--- src/rtl/tlb_pkg.sv ---
package tlb_pkg;
  // Whether entry idx belongs to the range a thread may use.
  function automatic bit in_zone(input int unsigned idx, input int unsigned n,
                                 input bit split, input logic tid);
    return !split || ((idx >= n / 2) == tid);
  endfunction

  // Number of entries one replacement pointer walks over.
  function automatic int unsigned zone_span(input int unsigned n, input bit split);
    return split ? n / 2 : n;
  endfunction

  // First entry of a thread's range.
  function automatic int unsigned zone_base(input int unsigned n, input bit split,
                                            input logic tid);
    return (split && tid) ? n / 2 : 0;
  endfunction

  // Round-robin step with wrap at the range size.
  function automatic int unsigned rr_step(input int unsigned cur, input int unsigned span);
    return (cur + 1 >= span) ? 0 : cur + 1;
  endfunction
endpackage

--- src/rtl/tlb_cam.sv ---
module tlb_cam #(
  parameter int N     = 16,
  parameter int VPN_W = 20,
  parameter int TAG_W = 12
) (
  input  logic [N-1:0]            valid,
  input  logic [N-1:0]            allow,
  input  logic [N-1:0][VPN_W-1:0] vpn_arr,
  input  logic [N-1:0][TAG_W-1:0] tag_arr,
  input  logic [VPN_W-1:0]        key_vpn,
  input  logic [TAG_W-1:0]        key_tag,
  output logic [N-1:0]            match
);
  for (genvar i = 0; i < N; i++) begin : g_cmp
    assign match[i] = valid[i] && allow[i] &&
                      (vpn_arr[i] == key_vpn) && (tag_arr[i] == key_tag);
  end
endmodule

--- src/rtl/tlb_victim.sv ---
module tlb_victim #(
  parameter int N     = 16,
  parameter int IDX_W = 4
) (
  input  logic [N-1:0]     valid,
  input  logic [N-1:0]     allow,
  input  logic [N-1:0]     dup,
  input  logic [IDX_W-1:0] rr_idx,
  output logic [IDX_W-1:0] pick,
  output logic             take_rr
);
  logic found;
  always_comb begin
    pick    = '0;
    take_rr = 1'b0;
    found   = 1'b0;
    for (int i = 0; i < N; i++) begin
      if (!found && dup[i]) begin
        pick  = IDX_W'(i);
        found = 1'b1;
      end
    end
    for (int i = 0; i < N; i++) begin
      if (!found && allow[i] && !valid[i]) begin
        pick  = IDX_W'(i);
        found = 1'b1;
      end
    end
    if (!found) begin
      pick    = rr_idx;
      take_rr = 1'b1;
    end
  end
endmodule

--- src/rtl/tlb_rr.sv ---
module tlb_rr import tlb_pkg::*; #(
  parameter int N     = 16,
  parameter int IDX_W = 4,
  parameter bit SPLIT = 1'b1
) (
  input  logic             clk,
  input  logic             rst_n,
  input  logic             adv,
  input  logic             tid,
  output logic [IDX_W-1:0] rr_idx
);
  localparam int unsigned SPAN = zone_span(N, SPLIT);
  logic [IDX_W-1:0] ctr_q [2];
  logic             zone;

  assign zone   = SPLIT ? tid : 1'b0;
  assign rr_idx = IDX_W'(zone_base(N, SPLIT, zone)) + ctr_q[zone];

  always_ff @(posedge clk) begin
    if (!rst_n) begin
      ctr_q[0] <= '0;
      ctr_q[1] <= '0;
    end else if (adv) begin
      ctr_q[zone] <= IDX_W'(rr_step(int'(ctr_q[zone]), SPAN));
    end
  end
endmodule

--- src/rtl/shared_tlb.sv ---
module shared_tlb import tlb_pkg::*; #(
  parameter int N     = 16,
  parameter int VPN_W = 20,
  parameter int PPN_W = 20,
  parameter int PTB_W = 32,
  parameter int TAG_W = 12,
  parameter bit SPLIT = 1'b1
) (
  input  logic             clk,
  input  logic             rst_n,
  input  logic             ptb_we,
  input  logic             ptb_tid,
  input  logic [PTB_W-1:0] ptb_wdata,
  input  logic             lk_tid,
  input  logic [VPN_W-1:0] lk_vpn,
  output logic             lk_hit,
  output logic [PPN_W-1:0] lk_ppn,
  input  logic             fill_valid,
  input  logic             fill_tid,
  input  logic [VPN_W-1:0] fill_vpn,
  input  logic [PPN_W-1:0] fill_ppn,
  input  logic             inv_tag_req,
  input  logic [TAG_W-1:0] inv_tag,
  input  logic             inv_all_req
);
  localparam int IDX_W = $clog2(N);

  logic [PTB_W-1:0]            ptb_q [2];
  logic [N-1:0]                valid_q;
  logic [N-1:0][TAG_W-1:0]     tag_q;
  logic [N-1:0][VPN_W-1:0]     vpn_q;
  logic [N-1:0][PPN_W-1:0]     ppn_q;

  // Named internal events, used by the bound checker.
  logic [TAG_W-1:0] lk_tag, fill_tag;
  logic [N-1:0]     lk_allow, fill_allow, lk_match, fill_dup;
  logic             inv_any, fill_fire, take_rr;
  logic [IDX_W-1:0] rr_idx, victim;
  logic             ptb_hi_unused;

  assign lk_tag        = ptb_q[lk_tid][TAG_W-1:0];
  assign fill_tag      = ptb_q[fill_tid][TAG_W-1:0];
  assign ptb_hi_unused = ^{ptb_q[0][PTB_W-1:TAG_W], ptb_q[1][PTB_W-1:TAG_W]};
  assign inv_any       = inv_tag_req || inv_all_req;
  assign fill_fire     = fill_valid && !inv_any;

  for (genvar i = 0; i < N; i++) begin : g_zone
    assign lk_allow[i]   = in_zone(i, N, SPLIT, lk_tid);
    assign fill_allow[i] = in_zone(i, N, SPLIT, fill_tid);
  end

  tlb_cam #(.N(N), .VPN_W(VPN_W), .TAG_W(TAG_W)) u_lk_cam (
    .valid(valid_q), .allow(lk_allow), .vpn_arr(vpn_q), .tag_arr(tag_q),
    .key_vpn(lk_vpn), .key_tag(lk_tag), .match(lk_match)
  );

  tlb_cam #(.N(N), .VPN_W(VPN_W), .TAG_W(TAG_W)) u_fill_cam (
    .valid(valid_q), .allow(fill_allow), .vpn_arr(vpn_q), .tag_arr(tag_q),
    .key_vpn(fill_vpn), .key_tag(fill_tag), .match(fill_dup)
  );

  always_comb begin
    lk_ppn = '0;
    for (int i = 0; i < N; i++) begin
      if (lk_match[i]) lk_ppn = lk_ppn | ppn_q[i];
    end
  end
  assign lk_hit = |lk_match;

  tlb_rr #(.N(N), .IDX_W(IDX_W), .SPLIT(SPLIT)) u_rr (
    .clk(clk), .rst_n(rst_n), .adv(fill_fire && take_rr),
    .tid(fill_tid), .rr_idx(rr_idx)
  );

  tlb_victim #(.N(N), .IDX_W(IDX_W)) u_victim (
    .valid(valid_q), .allow(fill_allow), .dup(fill_dup),
    .rr_idx(rr_idx), .pick(victim), .take_rr(take_rr)
  );

  always_ff @(posedge clk) begin
    if (!rst_n) begin
      valid_q  <= '0;
      ptb_q[0] <= '0;
      ptb_q[1] <= '0;
    end else begin
      if (ptb_we) ptb_q[ptb_tid] <= ptb_wdata;
      if (inv_all_req) begin
        valid_q <= '0;
      end else if (inv_tag_req) begin
        for (int i = 0; i < N; i++) begin
          if (tag_q[i] == inv_tag) valid_q[i] <= 1'b0;
        end
      end else if (fill_valid) begin
        valid_q[victim] <= 1'b1;
      end
    end
  end

  always_ff @(posedge clk) begin
    if (fill_fire) begin
      tag_q[victim] <= fill_tag;
      vpn_q[victim] <= fill_vpn;
      ppn_q[victim] <= fill_ppn;
    end
  end
endmodule

--- config.mk ---
export PLATFORM = sky130hd
export DESIGN_NAME = shared_tlb
export DESIGN_NICKNAME = d
export VERILOG_FILES = /design/src/rtl/tlb_pkg.sv /design/src/rtl/tlb_cam.sv /design/src/rtl/tlb_victim.sv /design/src/rtl/tlb_rr.sv /design/src/rtl/shared_tlb.sv
export SDC_FILE = /design/constraint.sdc
export NUM_CORES = 2
export LEC_CHECK = 0
export BUFFER_PORTS_ARGS = -buffer_cell sky130_fd_sc_hd__buf_2
export CAP_MARGIN = 0
export CORE_MARGIN = 3
export CORE_UTILIZATION = 50
export CTS_BUF_LIST = sky130_fd_sc_hd__clkbuf_4
export CTS_CLUSTER_SIZE = 14
export DETAILED_ROUTE_END_ITERATION = 7
export PLACE_DENSITY = 0.69
export SYNTH_ARGS = -nofsm -noshare
export SYNTH_HDL_FRONTEND = slang
export SYNTH_HIERARCHICAL = 1
export SYNTH_SLANG_ARGS = --single-unit
--- constraint.sdc ---
create_clock -name clk -period 6.75 [get_ports clk]
set_input_delay 1.0125 -clock clk [delete_from_list [all_inputs] [get_ports clk]]
set_output_delay 1.0125 -clock clk [all_outputs]
set_load 0.05 [all_outputs]
==> out/qor.txt <==
Outcome: finished clean
Max-cap violations: 0
Final Skew: 95.4 ps
Minimum clock period: 6090 ps
Setup violators final: 0
CTS buffer count: 223
Core Util, Final: 0.579
Max Slew Vio Count: 0
Async S/R FF share, synth: 0
DRC viols: 0
Yosys reg bits: 880
Number of port buffers: 113
YS warnings: 6
Num rows: 107
CP Max Fanout: 21
CP Class: primary input to output pin
Worst skew pair latency: 1160 ps
Combinational Power Share: 0.106
Place WS: 396 ps
Fin crit share: 0.903
Wire per inst: 32.0 um
Layout cells sized above 1: 0.198
Reg power frac: 0.500
CTS H-tree depth: 4
Grt total ovfl: 0
Slew headroom: 0.190
Fin nets: 3613
Initial antenna violation count: 8
Die area: 0.0913 mm^2
Ports: 134
Top_reg_cell synth: edfxtp_1
Clock power frac: 0.394
F_max: 164 MHz
Most common cell after layout, fill and taps aside: edfxtp_1
Dpl hpwl: 95.9 mm
Setup bufs post-CTS: 0
CTS tree: done
Mapped Cells: 3178
Switch share: 0.268
Worst min path class: primary input to flip-flop
Core ar.: 0.0861 mm^2
Arr. time, crit path: 5080 ps
# clock sinks: 880
P_int: 8.88 mW
Startpoint types: primary input
Worst setup EP type: output pin
Worst slew pin tran: 1210 ps
CTS Hold Bufs: 1
P_leak: 16.9 nW
Worst vdd ir: 0.000241 V
Final antenna-violating net count: 0
Die Y: 302 um
Initial Utilization: 0.509
Number of synthesized flops with an enable pin: 864
Max Buffers Root-to-Sink: 3
Cell area after synthesis: 0.0438 mm^2
Post-Route WL: 155 mm
GRT Overall Usage: 0.337
Fill count: 6901
Via count: 30900
Initial DRC count: 4747
Final hold viol count: 0
GP Congestion: 1.02
Commonest non-fill, non-tap cells in the layout: 864 x edfxtp_1, 776 x xor2_1, 436 x xnor2_1
Root buf cell: clkbuf_4
Number of global-route vias before repair: 30700
Sequential cell area fraction in the yosys report: 0.599
Post-synthesis area per instance: 13.8 um^2
Pin count of the biggest net entering global routing: 53
Width of the die: 302 um
Net Sw Power: 3.25 mW
Worst hold slack: 165 ps
Worst Path Required: 5740 ps
Cell Pwr Density: 243 mW/mm^2
Via density: 6.37
Worst-path clk slew: 70 ps
Final worst slack: 658 ps
Area growth syn-to-layout: 13.7%
Global-route wire length before repair: 217 mm
DR pass1 iterations: 7
Yosys cell types: 68
Setup repair after global routing missed its margin: false
# resized after CTS: 0
==> power groups by stage <==
stage	clock network [mW]	logic, mW	registers (mW)
after detailed placement	0	1.23	6.19
after CTS	4.84	1.24	6.07
final	4.78	1.29	6.07
after floorplan	0	0.688	6.18
after global routing	5.16	1.30	6.07
after global placement	0	1.21	6.19
==> logic make-up after synthesis <==
logic type | Yosys count | synth area share
AO/OA/AOI/OAI | 239 | 0.0434
XOR/XNOR | 1212 | 0.242
adder cells (fa/ha/maj) | 2 | 0.000571
buffers and inverters | 208 | 0.0227
flip-flops | 880 | 0.599
multiplexers | 28 | 0.00716
other | 1 | 0.0000855
AND/OR/NAND/NOR | 608 | 0.0850
==> Yosys cell counts, drive strengths merged, types with 22 or more instances <==
master	number	area, um^2
and2	25	156
clkbuf	68	255
a21oi	30	150
buf	127	689
xor2	776	6800
nor3	27	156
nand3	55	285
mux2	27	304
a221oi	80	701
nor2	44	175
xnor2	436	3820
nand2	22	85.1
edfxtp	864	25900
nor4	214	1370
a22o	80	701
nand4	141	903
==> worst paths after layout <==
check / slack (ps) / cells after the start / endpoint / start
hold reg to reg: 590 / 2 / valid_q[0] / valid_q[0]
setup reg to reg: 1220 / 15 / tag_q[5] / ptb_q[1][5]
hold / removal: 160 / 2 / ptb_q[0][4] / ptb_wdata[4]
setup / recovery: 660 / 11 / lk_ppn[8] / lk_tid
==> area by class of cell <==
cell class | count | area (um^2) | area share
inverters | 13 | 48.8 | 0.000979
clock buffers | 318 | 2390 | 0.0479
clock inverters | 100 | 667 | 0.0134
diodes | 6 | 15.0 | 0.000301
flip-flops and latches | 880 | 26300 | 0.527
repair buffers | 289 | 2240 | 0.0449
well taps | 1144 | 1430 | 0.0287
multi-input cells | 2091 | 16800 | 0.337
==> per-layer routing <==
metal	up-vias	track usage	wire [um]
met4	4	0.195	9530
met3	530	0.0739	18900
met2	2362	0.520	69600
li1	12600	-	-
met1	15400	0.442	56900
met5	-	0	26
==> critical path, cell delays in order <==
cell and delay (ps):
buf_2 550, mux2_2 1100, xor2_1 210, nor4_1 480, nand4_1 250, nor3_2 230
buf_4 450, a22o_1 240, a221oi_1 50, nand4_1 160, buf_2 290
==> per-stage QoR <==
step	cell area [um^2]	setup TNS, ps	std cells	total power [mW]
after global placement	46800	0	4416	7.40
after global routing	49800	0	4839	12.5
after floorplan	43900	-104200	3179	6.87
final	49800	0	4841	12.1
after CTS	49800	0	4835	12.1
after detailed placement	46800	0	4416	7.42
==> flip-flops by register name (all words and copies together), names as in the netlist <==
name and cells:
valid_q 16, ptb_q 24, u_rr/ctr_q 8, vpn_q 320, tag_q 192, ppn_q 320
Note: power is estimated with default switching activity, not from simulation.
